[src/rtl/vid_status_pkg.sv]
package vid_status_pkg;

    localparam int STAT_W = 10;
    localparam int BUS_W  = 16;
    localparam int UP_W   = BUS_W - STAT_W;

    // sticky flag slots
    localparam int STK_VINT = 0;
    localparam int STK_OVF  = 1;
    localparam int STK_COL  = 2;
    localparam int STK_N    = 3;

    // field order is the bus bit order, MSB first (bit 9 .. bit 0)
    typedef struct packed {
        logic q_empty;
        logic q_full;
        logic vint;
        logic spr_ovf;
        logic spr_col;
        logic odd;
        logic vblank;
        logic hblank;
        logic dma;
        logic pal;
    } stat_t;

    function automatic logic [BUS_W-1:0] join_word(logic [UP_W-1:0] upper, stat_t s);
        return {upper, s};
    endfunction

endpackage

[src/rtl/vsr_fifo_flags.sv]
module vsr_fifo_flags #(
    parameter int DEPTH = 4,
    parameter int LVL_W = $clog2(DEPTH + 1)
) (
    input  logic [LVL_W-1:0] level,
    output logic             empty,
    output logic             full
);
    localparam logic [LVL_W-1:0] TOP = LVL_W'(DEPTH);

    always_comb begin
        empty = (level == '0);
        full  = (level == TOP);
    end
endmodule

[src/rtl/vsr_sticky.sv]
module vsr_sticky #(
    parameter int N = 3
) (
    input  logic         clk,
    input  logic         rst,
    input  logic         clr,
    input  logic [N-1:0] evt,
    output logic [N-1:0] flag
);
    for (genvar i = 0; i < N; i++) begin : g_flag
        always_ff @(posedge clk) begin
            if (rst)
                flag[i] <= 1'b0;
            else
                flag[i] <= (flag[i] & ~clr) | evt[i];
        end

        // a set flag holds while nothing clears it
        p_hold_r3: assert property (@(posedge clk) disable iff (rst)
            (flag[i] && !clr) |=> flag[i]);

        // a read with no new event leaves the flag clear
        p_clear_r4: assert property (@(posedge clk) disable iff (rst)
            (clr && !evt[i]) |=> !flag[i]);

        // an event always lands, even under a clearing read
        p_survive_r6: assert property (@(posedge clk) disable iff (rst)
            evt[i] |=> flag[i]);
    end
endmodule

[src/rtl/vsr_bus_hold.sv]
module vsr_bus_hold #(
    parameter int UP_W  = 6,
    parameter int BUS_W = 16
) (
    input  logic             clk,
    input  logic             rst,
    input  logic             cap,
    input  logic [BUS_W-1:0] word,
    input  logic             own_rd,
    output logic [UP_W-1:0]  upper
);
    always_ff @(posedge clk) begin
        if (rst)
            upper <= '0;
        else if (cap)
            upper <= word[BUS_W-1 -: UP_W];
    end

    // a status read alone leaves the floating bits untouched
    p_keep_r10: assert property (@(posedge clk) disable iff (rst)
        (own_rd && !cap) |=> $stable(upper));
endmodule

[src/rtl/vid_status_reg.sv]
module vid_status_reg
    import vid_status_pkg::*;
#(
    parameter int FIFO_DEPTH = 4,
    parameter int LVL_W      = $clog2(FIFO_DEPTH + 1)
) (
    input  logic             clk,
    input  logic             rst,
    input  logic [LVL_W-1:0] fifo_level,
    input  logic             vint_evt,
    input  logic             spr_ovf_evt,
    input  logic             spr_col_evt,
    input  logic             interlace_en,
    input  logic             odd_field,
    input  logic             vblank,
    input  logic             hblank,
    input  logic             dma_busy,
    input  logic             region_pal,
    input  logic             bus_rd,
    input  logic [BUS_W-1:0] bus_word,
    input  logic             stat_rd,
    output logic [BUS_W-1:0] stat_word,
    output logic             vint_irq
);
    logic             q_empty, q_full;
    logic [STK_N-1:0] evt_v, flag_v;
    logic [UP_W-1:0]  hold_up;
    stat_t            st;

    vsr_fifo_flags #(.DEPTH(FIFO_DEPTH), .LVL_W(LVL_W)) u_fifo (
        .level (fifo_level),
        .empty (q_empty),
        .full  (q_full)
    );

    always_comb begin
        evt_v           = '0;
        evt_v[STK_VINT] = vint_evt;
        evt_v[STK_OVF]  = spr_ovf_evt;
        evt_v[STK_COL]  = spr_col_evt;
    end

    vsr_sticky #(.N(STK_N)) u_sticky (
        .clk  (clk),
        .rst  (rst),
        .clr  (stat_rd),
        .evt  (evt_v),
        .flag (flag_v)
    );

    vsr_bus_hold #(.UP_W(UP_W), .BUS_W(BUS_W)) u_hold (
        .clk    (clk),
        .rst    (rst),
        .cap    (bus_rd),
        .word   (bus_word),
        .own_rd (stat_rd),
        .upper  (hold_up)
    );

    always_comb begin
        st.q_empty = q_empty;
        st.q_full  = q_full;
        st.vint    = flag_v[STK_VINT];
        st.spr_ovf = flag_v[STK_OVF];
        st.spr_col = flag_v[STK_COL];
        st.odd     = interlace_en & odd_field;
        st.vblank  = vblank;
        st.hblank  = hblank;
        st.dma     = dma_busy;
        st.pal     = region_pal;
        stat_word  = join_word(hold_up, st);
        vint_irq   = flag_v[STK_VINT];
    end

    p_fifo_empty_r1: assert property (@(posedge clk) disable iff (rst)
        (fifo_level == '0) |-> (stat_word[9] && !stat_word[8]));

    p_fifo_full_r2: assert property (@(posedge clk) disable iff (rst)
        (fifo_level == LVL_W'(FIFO_DEPTH)) |-> (stat_word[8] && !stat_word[9]));

    p_vint_raise_r5: assert property (@(posedge clk) disable iff (rst)
        vint_evt |=> (vint_irq && stat_word[7]));

    p_odd_gate_r7: assert property (@(posedge clk) disable iff (rst)
        !interlace_en |-> !stat_word[4]);

    p_live_blank_r8: assert property (@(posedge clk) disable iff (rst)
        (stat_word[3] == vblank) && (stat_word[2] == hblank));
endmodule

[config.mk]
export PLATFORM = sky130hd
export DESIGN_NAME = vid_status_reg
export DESIGN_NICKNAME = d
export VERILOG_FILES = /design/src/rtl/vid_status_pkg.sv /design/src/rtl/vsr_fifo_flags.sv /design/src/rtl/vsr_sticky.sv /design/src/rtl/vsr_bus_hold.sv /design/src/rtl/vid_status_reg.sv
export SDC_FILE = /design/constraint.sdc
export NUM_CORES = 1
export LEC_CHECK = 0
export BUFFER_PORTS_ARGS = -buffer_cell sky130_fd_sc_hd__buf_4
export CORE_AREA = 2 2 39 41
export DETAILED_ROUTE_END_ITERATION = 8
export DIE_AREA = 0 0 41 43
export PLACE_DENSITY = 0.75
export RECOVER_POWER = 25
export SLEW_MARGIN = 25
export SYNTH_ARGS = -nofsm -noshare
export SYNTH_HDL_FRONTEND = slang
export SYNTH_SLANG_ARGS = --single-unit
[constraint.sdc]
create_clock -name clk -period 1.34 [get_ports clk]
set_input_delay 0.201 -clock clk [delete_from_list [all_inputs] [get_ports clk]]
set_output_delay 0.201 -clock clk [all_outputs]
set_load 0.1 [all_outputs]
* Word level (Yosys, flattened, before mapping) *
Cells that the tools add are included.

operators by class
  eq/ne operators = 1
  bitwise gates (word level) = 8
  reductions and logical operators = 1

operator list
  cell                count
  $and 1x1->1         4
  $eq 3x3->1 const B  1
  $logic_not 3->1     1
  $or 1x1->1          3
  $not 1->1           1

word-level totals
  register bits = 9
  output and inout bits = 17
  logic and storage cells = 14

* Logic depth before layout (Yosys ltp) *
Gate-level depths: netlist of run 1.

  depth in word-level cells = 3
  gate-level depth with buffers = 3

* Hierarchy *
Synthesis of run 1 repeated with hierarchy kept, for this count alone.

second synthesis, totals
  cells, all modules = 41
  area total of the unflattened synthesis = 400.4 sq um

modules (own cells, without submodules)
  module          times used  cells an instance  area each (sq um)  sequential area each (sq um)
  vsr_bus_hold    1           19                 214.0              120.1
  vsr_sticky      1           12                 105.1              60.1
  vid_status_reg  1           8                  58.8               0.0
  vsr_fifo_flags  1           2                  22.5               0.0

* Worst setup path after synthesis of run 1 *
Ideal clock, no wire load.

  kind = register to output
  start = register u_sticky.flag[0]
  end = output port stat_word[7]
  arrival = 1374 ps
  required time = 1139 ps
  slack = -235 ps
  stages on the path, launching flop included = 2
  buffers on the path = 1
  cell sequence = dfxtp_1 -> buf_4

RTL lines
  what                              line                  text
  start: declaration                vsr_sticky.sv:8       output logic [N-1:0] flag
  start signal: indexed assignment  vsr_sticky.sv:15      flag[i] <= (flag[i] & ~clr) | evt[i];
  end: declaration                  vid_status_reg.sv:22  output logic [BUS_W-1:0] stat_word,

No word-level cell between the ends.

* Final worst setup path of run 1 *
  start = register u_sticky.flag[2]
  end = output port stat_word[5]

No word-level cell between the ends.

==> metrics.cfg, run 1 <==
[outcome]
status=finished, final reports clean

[worst_setup_path]
critical_path.top_delay_family=flip-flops
cp_max_fo=2
path_cells=buf_4
cp.required_ps=1140
cp_slowest_stage_delay_ps=340
arrival_ps=890
startpoint_type=flip-flop
critPathBufInv=1
worst_path_max_delay_cell=dfxtp_1
crit_type=flip-flop to output port
worstSetupEndpointType=output port

[placement]
post-dp-hpwl_um=660
dp_slack_ps=316
place_inst=79
place.gp.congestion=0.553
numPortBuffers=30

[global_routing]
grt_pass1_vias=301
grt_util_all_layers_pct=9.49
grt_pass1_wl_mm=1.09
grt_start_max_net_pins=10
antenna_found_initial=0
grt_overflow=0

[flow_run]
cap_violations=0

[synth]
ys_top_cells_by_area=dfxtp_1, mux2i_1, buf_4
syn-cell-area_um2=395
synth_area_per_cell_um2=9.41
ys_types=12
synth_top_area_cell=dfxtp_1
ys_seq_area_share_pct=45.6
ys_ff_latch=9
syn-instance-count=42
synth_nets=74
ys_warn_count=0
synth_top_area_share_pct=45.6

[pwr]
p_switching_mw=0.301
p_sw_share_pct=39.0
power_density_nw_per_um2=1280
peakVddDrop_v=0.000514
share_comb_of_total_power_pct=35.2
cellLeakagePower_nw=0.319
pwr-share-seq_pct=38.0
p_int_mw=0.470
p_clk_share_pct=26.8

[timing]
period_needed_ps=1090
timing.final.crit_share_pct=81.7
skew_ps=0
slew_viol_final=0
final.setup.worst_slack_ps=245
slew_headroom_pct=81.4
hold_violations=0
setup-violations-final=0
hold_slack_ps=172
rsz0062_at_grt=false
final.setup.tns_ps=0
max_slew.worst_pin.slew_ps=282
fmax_ghz=0.914

[cells_and_area]
fin_cells=83
fillers=150
multi_input_area_um2=135
final-seq-area_um2=181
diodes=0
drive_above_1_share_pct=52.2
area_growth_pct=51.9
fin_nets=100

[clock_tree]
cts_tree=built
cts_root_buffer=clkbuf_4
cts_sinks=9
clkLatencyLatePin_ps=260
post_cts.repair.setup_buffers=0
cts_resized=0
cts_max_path_buffers=2
clk_pin_slew_ps=70
holdBufCountCts=0
cts.htree.levels=1
cts_inserted_buffers=3

[route]
firstDrtPassIters=3
drc_errors=0
drt-total-wl_um=796
wire_per_inst_um=9.59
drtAntennaViolNets=0
viasPerCell=4.08
drtIter0Drc=1
vias=339

[die]
die_h_um=43
ios=49
core-area_um2=1380
initial_utilization_pct=28.6
die_w_um=41
dieArea_um2=1760
num_rows=14

[hold_path]
hold_path.class=primary input to flip-flop

cells by family (layout without fill, tap and decap cells):
logic type	after synthesis	after routing	share of synthesized area, %
AO/OA/AOI/OAI	3	3	3.80
buffers and inverters	12	37	20.3
flip-flops	9	9	45.6
multiplexers	6	6	15.2
AND/OR/NAND/NOR	12	12	15.2
worst register-to-register path, stage by stage (launching register included):
cell      delay (ps)
dfxtp_1          340
nand2b_1          60
a21oi_1          140
state kept, by name, summed over array words and instances, names as in the netlist:
| register | count |
|---|---|
| u_sticky.flag | 3 |
| u_hold.upper | 6 |
cells in the mapped netlist, drive strengths merged:
master,instances
a21oi,3
and2,1
buf,9
dfxtp,9
inv,3
mux2i,6
nand2b,3
nor2,6
nor3,1
nor3b,1
placed cells by master, fill, tap and decap left out:
cell type / netlist / layout
buf_4: 7 / 30
dfxtp_1: 9 / 8
mux2i_1: 6 / 6
nor2_1: 6 / 6
inv_1: 3 / 3
nand2b_1: 3 / 3
a21oi_1: 3 / 3
clkbuf_4: 0 / 3
and2_1: 1 / 1
nor3b_1: 1 / 1
nor3_1: 1 / 1
clkinv_2: 0 / 1
dfxtp_2: 0 / 1
power groups by stage:
stage                     clock [mW]  combinational (mW)  sequential [mW]
after global routing           0.232               0.282            0.294
after floorplan                    0               0.141            0.418
after detailed placement           0               0.273            0.299
final                          0.206               0.271            0.293
after CTS                      0.218               0.273            0.293
after global placement             0               0.270            0.298
routing by layer:
layer / vias up / share of wire, % / GRT usage [%]
li1: 176 / - / -
met1: 148 / 38 / 10.5
met2: 15 / 54 / 13.8
met3: 0 / 8.2 / 3.14
met4: 0 / 0 / 8.00
met5: - / 0 / 0
per-stage QoR:
stage | power (mW) | instance area [um^2] | util (%)
final | 0.770 | 601 | 43.4
after global routing | 0.808 | 601 | 43.4
after CTS | 0.784 | 601 | 43.4
after detailed placement | 0.572 | 573 | 41.4
after global placement | 0.568 | 573 | 41.4
after floorplan | 0.559 | 397 | -
path summary, 6_finish.rpt:
kind / start / end / slack (ps) / cells after the start
hold reg to reg: u_sticky.flag[1] / u_sticky.flag[1] / 480 / 2
hold / removal: bus_word[10] / u_hold.upper[0] / 170 / 3
setup reg to reg: u_sticky.flag[2] / u_sticky.flag[2] / 740 / 2
setup / recovery: u_sticky.flag[2] / stat_word[5] / 250 / 1
cell type report:
type	count	share of cell area [%]
Inverter	3	1.88
Sequential cell	9	30.2
Multi-Input combinational cell	21	22.5
Tap cell	16	3.33
Clock inverter	1	0.833
Clock buffer	3	3.75
Timing Repair Buffer	30	37.5
Note: power is estimated with default switching activity, not from simulation.
==> inputs of run 2 (changes only) <==
ABC_AREA = 1   (was default)
CORE_AREA = default   (was 2 2 39 41)
CORE_MARGIN = 2   (was default)
CORE_UTILIZATION = 26   (was default)
DIE_AREA = default   (was 0 0 41 43)
PLACE_DENSITY = 0.71   (was 0.75)
clock period = 0.95 ns   (was 1.34 ns; I/O delays follow)
==> run 2 against run 1 <==
  * The run now ends with negative setup slack left
  * Global-route usage rose by 2.6 points
  * Via count rose by 17%
  * Non-clock buffer count did not move
  * Setup slack got worse by 250 ps
  * Die area rose by 0.34%
  * Combinational power rose by 78%
  * Sequential share of layout area fell by 4.3 points
  * Clock-buffer cell count rose by 1
  * Critical path type unchanged
==> metrics.cfg, run 2 <==
[timing]
final.setup.tns_ps=-0.717  ; was 0 ps
max_slew.worst_pin.slew_ps=278  ; was 282 ps
slew_viol_final=0  ; unchanged
slew_headroom_pct=81.6  ; was 81.4%
fmax_ghz=1.05
final.setup.worst_slack_ps=-0.665  ; was 245 ps
skew_ps=0  ; unchanged
timing.final.crit_share_pct=100
hold_violations=0  ; unchanged
rsz0062_at_grt=true  ; was false
hold_slack_ps=61.9  ; was 172 ps
period_needed_ps=951
setup-violations-final=2  ; was 0

[placement]
place.gp.congestion=0.635  ; was 0.553
numPortBuffers=30  ; unchanged
post-dp-hpwl_um=695  ; was 660 um
dp_slack_ps=41.5  ; was 316 ps

[pwr]
share_comb_of_total_power_pct=40.0  ; was 35.2%
p_clk_share_pct=23.8  ; was 26.8%
p_switching_mw=0.457  ; was 0.301 mW
pwr-share-seq_pct=36.2  ; was 38.0%
cellLeakagePower_nw=0.369  ; was 0.319 nW
peakVddDrop_v=0.000812  ; was 0.000514 V
power_density_nw_per_um2=1590  ; was 1280 nW/um^2
p_sw_share_pct=38.0  ; was 39.0%
p_int_mw=0.747  ; was 0.470 mW

[die]
initial_utilization_pct=28.2  ; was 28.6%
ios=49  ; unchanged
die_h_um=42.1  ; was 43 um
dieArea_um2=1770  ; was 1760 um^2
core-area_um2=1330  ; was 1380 um^2
num_rows=13  ; was 14
die_w_um=42.1  ; was 41 um

[global_routing]
grt_overflow=0  ; unchanged
grt_pass1_wl_mm=1.61  ; was 1.09 mm
grt_util_all_layers_pct=12.1  ; was 9.49%
grt_pass1_vias=399  ; was 301
antenna_found_initial=0  ; unchanged
grt_start_max_net_pins=8  ; was 10

[synth]
ys.flop_type=dfxtp_1  ; unchanged
synth_nets=82  ; was 74
synth_top_area_share_pct=47.8  ; was 45.6%
ys_warn_count=0  ; unchanged
ys_seq_area_share_pct=47.8  ; was 45.6%
synth_edf_count=0  ; unchanged
synth_area_per_cell_um2=7.53  ; was 9.41 um^2
synthTopCellsByCount=nor2_1, dfxtp_1, buf_4, inv_1, o21ai_0  ; was dfxtp_1, buf_4, mux2i_1, nor2_1
syn-instance-count=50  ; was 42
synth_top_area_cell=dfxtp_1  ; unchanged
ys_top_cells_by_area=dfxtp_1, buf_4, nor2_1  ; was dfxtp_1, mux2i_1, buf_4
syn-cell-area_um2=377  ; was 395 um^2
synthArstFlopShare_pct=0  ; unchanged
ys_ff_latch=9  ; unchanged
synth.most_common_cell=nor2_1  ; was dfxtp_1
ys_types=10  ; was 12

[clock_tree]
cts_inserted_buffers=3  ; unchanged
cts_max_path_buffers=2  ; unchanged
clkLatencyLatePin_ps=250  ; was 260 ps
cts_root_buffer=clkbuf_4  ; unchanged
post_cts.repair.setup_buffers=0  ; unchanged
cts.htree.levels=1  ; unchanged
cts_sinks=9  ; unchanged
cts_tree=built  ; unchanged
clk_pin_slew_ps=60  ; was 70 ps

[outcome]
violations=negative setup slack
status=finished with violations  ; was finished, final reports clean

[cells_and_area]
largest-register=u_hold.upper  ; unchanged
final_common_cell=buf_4  ; unchanged
most-common-layout-cells=buf_4, nor2_1, buf_12, dfxtp_2  ; was buf_4, dfxtp_1, mux2i_1, nor2_1
diodes=0  ; unchanged
largest_reg_flops=6  ; unchanged
area_growth_pct=101  ; was 51.9%
fin_nets=110  ; was 100
fillers=122  ; was 150
drive_above_1_share_pct=58.4  ; was 52.2%
largestRegisters=u_hold.upper (6), u_sticky.flag (3)  ; unchanged

[route]
drtAntennaViolNets=0  ; unchanged
firstDrtPassIters=3  ; unchanged
drc_errors=0  ; unchanged
drtIter0Drc=2  ; was 1
viasPerCell=4.32  ; was 4.08
drt-total-wl_um=922  ; was 796 um
vias=397  ; was 339
wire_per_inst_um=10.0  ; was 9.59 um

[worst_setup_path]
cp_max_fo=3  ; was 2
cp.required_ps=810  ; was 1140 ps
path_cells=buf_12  ; was buf_4
worstSetupEndpointType=output port  ; unchanged
cp_slowest_stage_delay_ps=380  ; was 340 ps
worst_path_max_delay_cell=dfxtp_4  ; was dfxtp_1
arrival_ps=810  ; was 890 ps
critical_path.top_delay_family=flip-flops  ; unchanged
startpoint_type=flip-flop  ; unchanged
critPathBufInv=1  ; unchanged
crit_type=flip-flop to output port  ; unchanged
r2r-start=u_hold.upper[5]  ; was u_sticky.flag[2]
crit_start=u_sticky.flag[0]  ; was u_sticky.flag[2]

[hold_path]
min_from=rst  ; was bus_word[10]
hold_path.class=primary input to flip-flop  ; unchanged

[flow_run]
cap_violations=0  ; unchanged

==> run 2: changes by cell type after synthesis <==
cell / delta
nor2_1: +6
buf_2: -1
o21ai_0: +6
and2_1: -1
nand2_1: +4
mux2i_1: -6
nand2b_1: -3
buf_6: -1
inv_2: +1
inv_1: +3
==> run 2: layer usage <==
metal  part of all wire (%)  vias up  GRT usage (%)
li1                       -      202              -
met1                     34      166           11.4
met2                     49       29           20.3
met3                     16        0           7.33
met4                      0        0           6.25
met5                      0        -              0
==> run 2: cells by family after synthesis <==
| logic type | after synthesis | synth area share, % |
|---|---|---|
| buffers and inverters | 14 | 20.9 |
| and+or+nand+nor | 18 | 19.3 |
| DFF | 9 | 47.8 |
| AOI/OAI and AO/OA | 9 | 12.0 |
==> run 2: area by class of cell <==
type	count	area (um^2)	share of cell area, %
Tap cell	15	18.8	2.48
Clock buffer	4	26.3	3.47
Inverter	7	26.3	3.47
Sequential cell	9	196	25.9
Timing Repair Buffer	30	363	47.9
Multi-Input combinational cell	27	128	16.8
==> run 2: through the flow <==
stage               util, %  instances  total power [mW]  area [um^2]
finish                 56.8         92              1.20          758
global route           56.8         92              1.26          758
CTS                    52.5         92              1.19          701
detailed placement     43.6         88             0.834          582
global placement       43.6         88             0.830          582
floorplan                 -         50             0.803          390
==> run 2: power by group through the flow <==
stage                     sequential, mW  clock (mW)  combinational, mW
after floorplan                    0.616           0              0.187
after global placement             0.427           0              0.403
after detailed placement           0.428           0              0.406
after CTS                          0.431       0.304              0.454
after global routing               0.438       0.324              0.502
final                              0.436       0.286              0.482
==> run 2: path summary, 6_finish.rpt <==
| check | to | slack, ps | cells after the start |
|---|---|---|---|
| hold reg to reg | u_sticky.flag[1] | 480 | 2 |
| setup / recovery | stat_word[7] | -0.7 | 1 |
| setup reg to reg | u_hold.upper[5] | 270 | 2 |
| hold / removal | u_sticky.flag[0] | 60 | 2 |
==> run 2: timing repair <==
action                     CTS  global route
setup endpoints to repair   10            12
gates resized for setup     24            12
hold buffers                 0             0
pin swaps                    0             0
